==> src/rtl/xw_pkg.sv <==
package xw_pkg;

    localparam int DATA_W      = 8;
    localparam int TGT_W       = 2;
    localparam int NUM_TARGETS = 3;
    localparam int BOOT_STEPS  = 4;
    localparam int BOOT_STEP_W = $clog2(BOOT_STEPS + 1);

    localparam logic [TGT_W-1:0] TGT_SYS  = 2'd0;
    localparam logic [TGT_W-1:0] TGT_MON  = 2'd1;
    localparam logic [TGT_W-1:0] TGT_CFG  = 2'd2;
    localparam logic [TGT_W-1:0] TGT_NONE = 2'd3;

    // bit positions decoded by the system latch's neighbours
    localparam int SYS_PHANTOM_OFF_BIT = 3;
    localparam int SYS_CODEC_ON_BIT    = 7;

    typedef enum logic [2:0] {
        PH_IDLE,
        PH_SETUP,
        PH_ENABLE,
        PH_STROBE_LO,
        PH_STROBE_HI,
        PH_RELEASE
    } phase_t;

    typedef struct packed {
        logic [TGT_W-1:0]  tgt;
        logic [DATA_W-1:0] data;
    } wreq_t;

    function automatic wreq_t boot_entry(input logic [BOOT_STEP_W-1:0] step);
        wreq_t e;
        e.tgt  = TGT_SYS;
        e.data = '0;
        unique case (step)
            3'd0: begin
                e.tgt  = TGT_SYS;
                e.data[SYS_PHANTOM_OFF_BIT] = 1'b1;
            end
            3'd1: begin
                e.tgt  = TGT_SYS;
                e.data[SYS_PHANTOM_OFF_BIT] = 1'b1;
                e.data[SYS_CODEC_ON_BIT]    = 1'b1;
            end
            3'd2: e.tgt = TGT_MON;
            3'd3: e.tgt = TGT_CFG;
            default: e.tgt = TGT_NONE;
        endcase
        return e;
    endfunction

endpackage

==> src/rtl/xw_settle_timer.sv <==
module xw_settle_timer #(
    parameter int SETTLE_CYCLES = 10000
) (
    input  logic clk,
    input  logic rst_n,
    input  logic load,
    output logic expire
);
    localparam int CNT_W = $clog2(SETTLE_CYCLES + 1);
    localparam logic [CNT_W-1:0] RELOAD = CNT_W'(SETTLE_CYCLES - 1);

    logic [CNT_W-1:0] cnt_q;

    always_ff @(posedge clk) begin
        if (!rst_n) begin
            cnt_q <= '0;
        end else if (load) begin
            cnt_q <= RELOAD;
        end else if (cnt_q != '0) begin
            cnt_q <= cnt_q - 1'b1;
        end
    end

    assign expire = (cnt_q == '0);

endmodule

==> src/rtl/xw_boot_source.sv <==
module xw_boot_source
    import xw_pkg::*;
(
    input  logic  clk,
    input  logic  rst_n,
    input  logic  advance,
    output logic  active,
    output wreq_t entry
);
    logic [BOOT_STEP_W-1:0] step_q;

    always_ff @(posedge clk) begin
        if (!rst_n) begin
            step_q <= '0;
        end else if (advance && active) begin
            step_q <= step_q + 1'b1;
        end
    end

    assign active = (step_q < BOOT_STEP_W'(BOOT_STEPS));
    assign entry  = boot_entry(step_q);

endmodule

==> src/rtl/xw_sequencer.sv <==
module xw_sequencer
    import xw_pkg::*;
(
    input  logic              clk,
    input  logic              rst_n,
    input  logic              req_valid,
    input  logic [TGT_W-1:0]  req_target,
    input  logic [DATA_W-1:0] req_data,
    output logic              req_ready,
    input  logic              boot_active,
    input  wreq_t             boot_req,
    output logic              boot_advance,
    input  logic              expire,
    output logic              timer_load,
    output logic [DATA_W-1:0] bus_data,
    output logic              bus_drive,
    output logic              bus_oe_n,
    output logic [NUM_TARGETS-1:0] sel_n,
    output logic              commit,
    output logic [TGT_W-1:0]  commit_tgt,
    output logic [DATA_W-1:0] commit_data,
    output logic              done
);
    phase_t            state_q, state_d;
    logic [TGT_W-1:0]  tgt_q;
    logic [DATA_W-1:0] dat_q;
    logic              done_q;
    logic              launch_boot, launch_req;

    // next-state and transition decode
    always_comb begin
        state_d     = state_q;
        timer_load  = 1'b0;
        launch_boot = 1'b0;
        launch_req  = 1'b0;
        commit      = 1'b0;
        unique case (state_q)
            PH_IDLE: begin
                if (boot_active) begin
                    launch_boot = 1'b1;
                    timer_load  = 1'b1;
                    state_d     = PH_SETUP;
                end else if (req_valid && (req_target != TGT_NONE)) begin
                    launch_req = 1'b1;
                    timer_load = 1'b1;
                    state_d    = PH_SETUP;
                end
            end
            PH_SETUP: begin
                if (expire) begin
                    timer_load = 1'b1;
                    state_d    = PH_ENABLE;
                end
            end
            PH_ENABLE: begin
                if (expire) begin
                    timer_load = 1'b1;
                    state_d    = PH_STROBE_LO;
                end
            end
            PH_STROBE_LO: begin
                if (expire) begin
                    timer_load = 1'b1;
                    commit     = 1'b1;
                    state_d    = PH_STROBE_HI;
                end
            end
            PH_STROBE_HI: begin
                if (expire) begin
                    timer_load = 1'b1;
                    state_d    = PH_RELEASE;
                end
            end
            PH_RELEASE: begin
                if (expire) begin
                    state_d = PH_IDLE;
                end
            end
            default: state_d = PH_IDLE;
        endcase
    end

    // state register and write latch
    always_ff @(posedge clk) begin
        if (!rst_n) begin
            state_q <= PH_IDLE;
            tgt_q   <= TGT_NONE;
            dat_q   <= '0;
            done_q  <= 1'b0;
        end else begin
            state_q <= state_d;
            done_q  <= (state_q == PH_RELEASE) && expire;
            if (launch_boot) begin
                tgt_q <= boot_req.tgt;
                dat_q <= boot_req.data;
            end else if (launch_req) begin
                tgt_q <= req_target;
                dat_q <= req_data;
            end
        end
    end

    // pin levels per phase
    always_comb begin
        bus_drive = 1'b1;
        bus_oe_n  = 1'b0;
        bus_data  = dat_q;
        sel_n     = '1;
        unique case (state_q)
            PH_IDLE: begin
                bus_drive = 1'b0;
                bus_oe_n  = 1'b1;
                bus_data  = '1;
            end
            PH_SETUP: begin
                bus_oe_n = 1'b1;
            end
            PH_ENABLE, PH_STROBE_HI: begin
            end
            PH_STROBE_LO: begin
                for (int i = 0; i < NUM_TARGETS; i++) begin
                    if (tgt_q == TGT_W'(i)) begin
                        sel_n[i] = 1'b0;
                    end
                end
            end
            PH_RELEASE: begin
                bus_data = '1;
            end
            default: begin
                bus_drive = 1'b0;
                bus_oe_n  = 1'b1;
            end
        endcase
    end

    assign req_ready    = (state_q == PH_IDLE) && !boot_active;
    assign boot_advance = launch_boot;
    assign commit_tgt   = tgt_q;
    assign commit_data  = dat_q;
    assign done         = done_q;

endmodule

==> src/rtl/xw_shadow_bank.sv <==
module xw_shadow_bank
    import xw_pkg::*;
(
    input  logic              clk,
    input  logic              rst_n,
    input  logic              commit,
    input  logic [TGT_W-1:0]  tgt,
    input  logic [DATA_W-1:0] data,
    output logic [NUM_TARGETS-1:0][DATA_W-1:0] shadow
);
    for (genvar g = 0; g < NUM_TARGETS; g++) begin : g_reg
        always_ff @(posedge clk) begin
            if (!rst_n) begin
                shadow[g] <= '0;
            end else if (commit && (tgt == TGT_W'(g))) begin
                shadow[g] <= data;
            end
        end
    end

endmodule

==> src/rtl/xreg_writer.sv <==
module xreg_writer
    import xw_pkg::*;
#(
    parameter int SETTLE_CYCLES = 10000
) (
    input  logic              clk,
    input  logic              rst_n,
    input  logic              req_valid,
    output logic              req_ready,
    input  logic [TGT_W-1:0]  req_target,
    input  logic [DATA_W-1:0] req_data,
    output logic [DATA_W-1:0] bus_data,
    output logic              bus_drive,
    output logic              bus_oe_n,
    output logic              sel_sys_n,
    output logic              sel_mon_n,
    output logic              sel_cfg_n,
    output logic              bus_read,
    output logic              done,
    output logic [DATA_W-1:0] shadow_sys,
    output logic [DATA_W-1:0] shadow_mon,
    output logic [DATA_W-1:0] shadow_cfg
);
    logic                  expire, timer_load;
    logic                  boot_active, boot_advance;
    wreq_t                 boot_req;
    logic                  commit;
    logic [TGT_W-1:0]      commit_tgt;
    logic [DATA_W-1:0]     commit_data;
    logic [NUM_TARGETS-1:0] sel_n;
    logic [NUM_TARGETS-1:0][DATA_W-1:0] shadow;

    xw_settle_timer #(.SETTLE_CYCLES(SETTLE_CYCLES)) u_timer (
        .clk    (clk),
        .rst_n  (rst_n),
        .load   (timer_load),
        .expire (expire)
    );

    xw_boot_source u_boot (
        .clk     (clk),
        .rst_n   (rst_n),
        .advance (boot_advance),
        .active  (boot_active),
        .entry   (boot_req)
    );

    xw_sequencer u_seq (
        .clk          (clk),
        .rst_n        (rst_n),
        .req_valid    (req_valid),
        .req_target   (req_target),
        .req_data     (req_data),
        .req_ready    (req_ready),
        .boot_active  (boot_active),
        .boot_req     (boot_req),
        .boot_advance (boot_advance),
        .expire       (expire),
        .timer_load   (timer_load),
        .bus_data     (bus_data),
        .bus_drive    (bus_drive),
        .bus_oe_n     (bus_oe_n),
        .sel_n        (sel_n),
        .commit       (commit),
        .commit_tgt   (commit_tgt),
        .commit_data  (commit_data),
        .done         (done)
    );

    xw_shadow_bank u_shadow (
        .clk    (clk),
        .rst_n  (rst_n),
        .commit (commit),
        .tgt    (commit_tgt),
        .data   (commit_data),
        .shadow (shadow)
    );

    assign sel_sys_n  = sel_n[0];
    assign sel_mon_n  = sel_n[1];
    assign sel_cfg_n  = sel_n[2];
    assign bus_read   = 1'b0;
    assign shadow_sys = shadow[0];
    assign shadow_mon = shadow[1];
    assign shadow_cfg = shadow[2];

endmodule

==> config.mk <==
export PLATFORM = sky130hd
export DESIGN_NAME = xreg_writer
export DESIGN_NICKNAME = d
export VERILOG_FILES = /design/src/rtl/xw_pkg.sv /design/src/rtl/xw_settle_timer.sv /design/src/rtl/xw_boot_source.sv /design/src/rtl/xw_sequencer.sv /design/src/rtl/xw_shadow_bank.sv /design/src/rtl/xreg_writer.sv
export SDC_FILE = /design/constraint.sdc
export NUM_CORES = 1
export LEC_CHECK = 0
export BUFFER_PORTS_ARGS = -buffer_cell sky130_fd_sc_hd__buf_2
export CAP_MARGIN = 30
export CORE_UTILIZATION = 50
export DETAILED_ROUTE_END_ITERATION = 10
export GPL_TIMING_DRIVEN = 0
export PLACE_DENSITY = 0.74
export RECOVER_POWER = 50
export SYNTH_ARGS = -nofsm -noshare
export SYNTH_HDL_FRONTEND = slang
export SYNTH_SLANG_ARGS = --single-unit
export TNS_END_PERCENT = 1
==> constraint.sdc <==
create_clock -name clk -period 2.67 [get_ports clk]
set_clock_uncertainty 0.1 [all_clocks]
set_input_delay 0.4005 -clock clk [delete_from_list [all_inputs] [get_ports clk]]
set_output_delay 0.4005 -clock clk [all_outputs]
set_load 0.03 [all_outputs]
==> impl_metrics.toml <==
[run_status]
status = "completed"

[cells_and_area]
fin_nets = 377
num-fill-cells = 466
diodes = 0
drive_above_1_share_pct = 15.1
area_growth_pct = 16.1
final_area_um2 = 2970

[global_routing]
grt_pass1_vias = 2041
grt_first_pass_wirelength_um = 9600
antenna_found_initial = 0
grt_usage_pct = 23.1
grt_overflow = 0
grt_start_max_net_pins = 18

[power]
powerDensity_nw_per_um2 = 592
ir_drop_mv = 0.351
leakage_nw = 1.05
power_w = 0.00176

[timing]
tightest_slew_ns = 0.698
rsz0062_at_grt = "false"
relSlewSlack_pct = 53.1
tns_ns = 0
timing.fmax_ghz = 0.393
setup_viol = 0
hold_viol = 0
maxSlewViolCount = 0
fin_crit_sh_pct = 95.3
period_needed_ns = 2.54

[synthesis]
syn_nets = 319
yosys_warnings = 0
ys_seq_area_share_pct = 43.1
synthAdderAreaFrac_pct = 3.42
avgSynthCellArea_um2 = 8.55
yosys.area_share.xor_xnor_pct = 1.37
synth-main-ff-cell = "dfxtp_1"
yosys.area_share.simple_pct = 23.8
syn_area_um2 = 2560
synthCells = 299
synthArstFlopShare_pct = 0
synth-seq-cells = 55
synth_mux_area_share_pct = 3.18
synth_compound_area_share_pct = 20.7
synth.distinct_cells = 43
synth_top_family_by_area = "simple AND/OR/NAND/NOR gates"
synth_edf_count = 0

[clock_network]
cts.sinks = 55
clock_path_buffers = 2
cts_tree = "built"
cts-hold-fix-buffers = 0
cts_made_buffers = 5
clk_latency_ns = 0.31
clk_pin_slew_worst_paths_ns = 0.10
cts_max_level = 2
clockRootBuffer = "clkbuf_8"

[die]
core_area_um2 = 4820
dieArea_um2 = 5410
die_x_um = 73.5
start_util_pct = 53.1
dieHeight_um = 73.5
io_pins = 53
rows = 25

[route]
antenna_left = 0
post-route-drc-count = 0
post_drt_wl_per_cell_um = 14.1
via_count = 2402
wl_um = 5990
initialDrtViolationCount = 143
first_pass_iters = 4
via_per_inst = 5.65

[worst_setup_path]
startpoint = "u_seq.state_q[0]"
path_max_fanout = 9
cp-start-kind = "flip-flop"
cp.arrival_ns = 2.04
cp_data_required_time_ns = 2.17
crit_path_end_kind = "primary output"
crit_type = "flip-flop to primary output"
rr_startpoint = "u_timer.cnt_q[0]"

[place]
dp_hpwl_um = 4300
gp_congestion = 0.876
dpl_cell_area_um2 = 2900
portBuffers = 51

[min_path]
hold_class = "input port to flip-flop"
worstHoldStart = "req_data[2]"

[job]
maxCapViolations = 0
## layout make-up
| cell class | count | area [um^2] | share of cell area, % |
|---|---|---|---|
| clock buffers | 6 | 72.6 | 2.44 |
| well taps | 67 | 83.8 | 2.82 |
| plain buffers | 16 | 67.6 | 2.27 |
| multi-input cells | 218 | 1350 | 45.4 |
| flip-flops and latches | 55 | 1100 | 37.1 |
| clock inverters | 2 | 38.8 | 1.31 |
| repair buffers | 51 | 221 | 7.46 |
| inverters | 10 | 37.5 | 1.26 |
## cell usage in the layout, fill, tap and decap left out, drive strengths merged, types with 2 or more instances in the layout
cell / n
dfxtp: 55
nand3: 25
or2: 10
nand3b: 3
o31ai: 5
nand2: 13
a31oi: 6
nor2: 18
nor3: 6
nand4: 2
a21oi: 36
inv: 11
mux2i: 7
a22oi: 2
xnor2: 3
or3: 5
buf: 28
or4: 6
ha: 7
clkbuf: 45
nor4: 2
o21ai: 37
a211oi: 4
o311ai: 2
nor3b: 3
and3: 4
## per-layer routing
metal  vias up  wire [um]  GRT usage, %
li1       1205          -             -
met1      1129       2870          32.9
met4         0         46          4.49
met2        63       2710          36.4
met5         -          0             0
met3         5        363          4.53
## per-stage QoR
step	hold WS, ns	setup WS, ns	util [%]	instances
after floorplan	0.352	0.822	-	299
after global routing	0.239	0.0191	61.7	425
final	0.223	0.126	61.7	425
after detailed placement	0.366	0.364	60.1	417
after CTS	0.221	0.146	62.4	425
after global placement	0.362	0.380	60.1	417
## cells by family after synthesis
logic type,count (synthesis)
mux,8
fa+ha+maj,7
buf+inv,26
flops,55
xor+xnor,4
compound gates,95
simple gates,103
other cells,1
## where the power goes
group          internal (W)  total, W  switching (W)
combinational      0.000116  0.000294       0.000178
sequential         0.000855  0.000901      0.0000459
clock              0.000284  0.000564       0.000280
## state kept, by name (all words and copies together), names as in the netlist
register / cells
u_shadow.shadow: 24
u_boot.step_q: 3
u_seq.done: 1
u_seq.commit_tgt: 2
u_seq.commit_data: 8
u_seq.state_q: 3
u_timer.cnt_q: 14
## cells in the mapped netlist (all sizes together), types with 2 or more instances
| master | n | area share, % |
|---|---|---|
| clkbuf | 10 | 1.5 |
| a211oi | 4 | 1.2 |
| nand2 | 13 | 1.9 |
| o31ai | 5 | 1.5 |
| ha | 7 | 3.4 |
| a31oi | 6 | 1.5 |
| a22oi | 2 | 0.59 |
| nand3 | 25 | 4.9 |
| nand3b | 3 | 0.88 |
| and3 | 4 | 0.98 |
| nor3b | 3 | 1.3 |
| inv | 10 | 1.5 |
| or4 | 6 | 1.9 |
| a21oi | 36 | 7.0 |
| mux2i | 7 | 2.7 |
| or2 | 10 | 2.4 |
| o21ai | 37 | 7.2 |
| dfxtp | 55 | 43 |
| nor2 | 18 | 2.6 |
| buf | 6 | 1.4 |
| nor4 | 2 | 1.7 |
| o311ai | 2 | 0.69 |
| or3 | 5 | 1.3 |
| nand4 | 2 | 0.49 |
| xnor2 | 3 | 1.0 |
| nor3 | 6 | 1.6 |
## worst max-delay path, cell delays in order (launching register included)
cell	delay, ns
dfxtp_1	0.32
buf_2	0.18
nand3b_1	0.21
nor3b_2	0.52
inv_1	0.27
buf_2	0.24
## repair_timing
item | 4_1_cts | 5_1_grt
setup buffers | 0 | 0
gates resized for setup | 0 | 1
endpoints found under the hold margin | 0 | 0
endpoints found under the setup margin | 0 | 1
## final timing paths
path / cells past startpoint / slack (ns) / end
hold reg to reg: 2 / 0.38 / u_shadow.shadow[11]
setup / recovery: 5 / 0.13 / sel_cfg_n
setup reg to reg: 8 / 0.25 / u_shadow.shadow[23]
hold / removal: 3 / 0.22 / u_seq.commit_data[2]
Note: power is estimated with default switching activity, not from simulation.
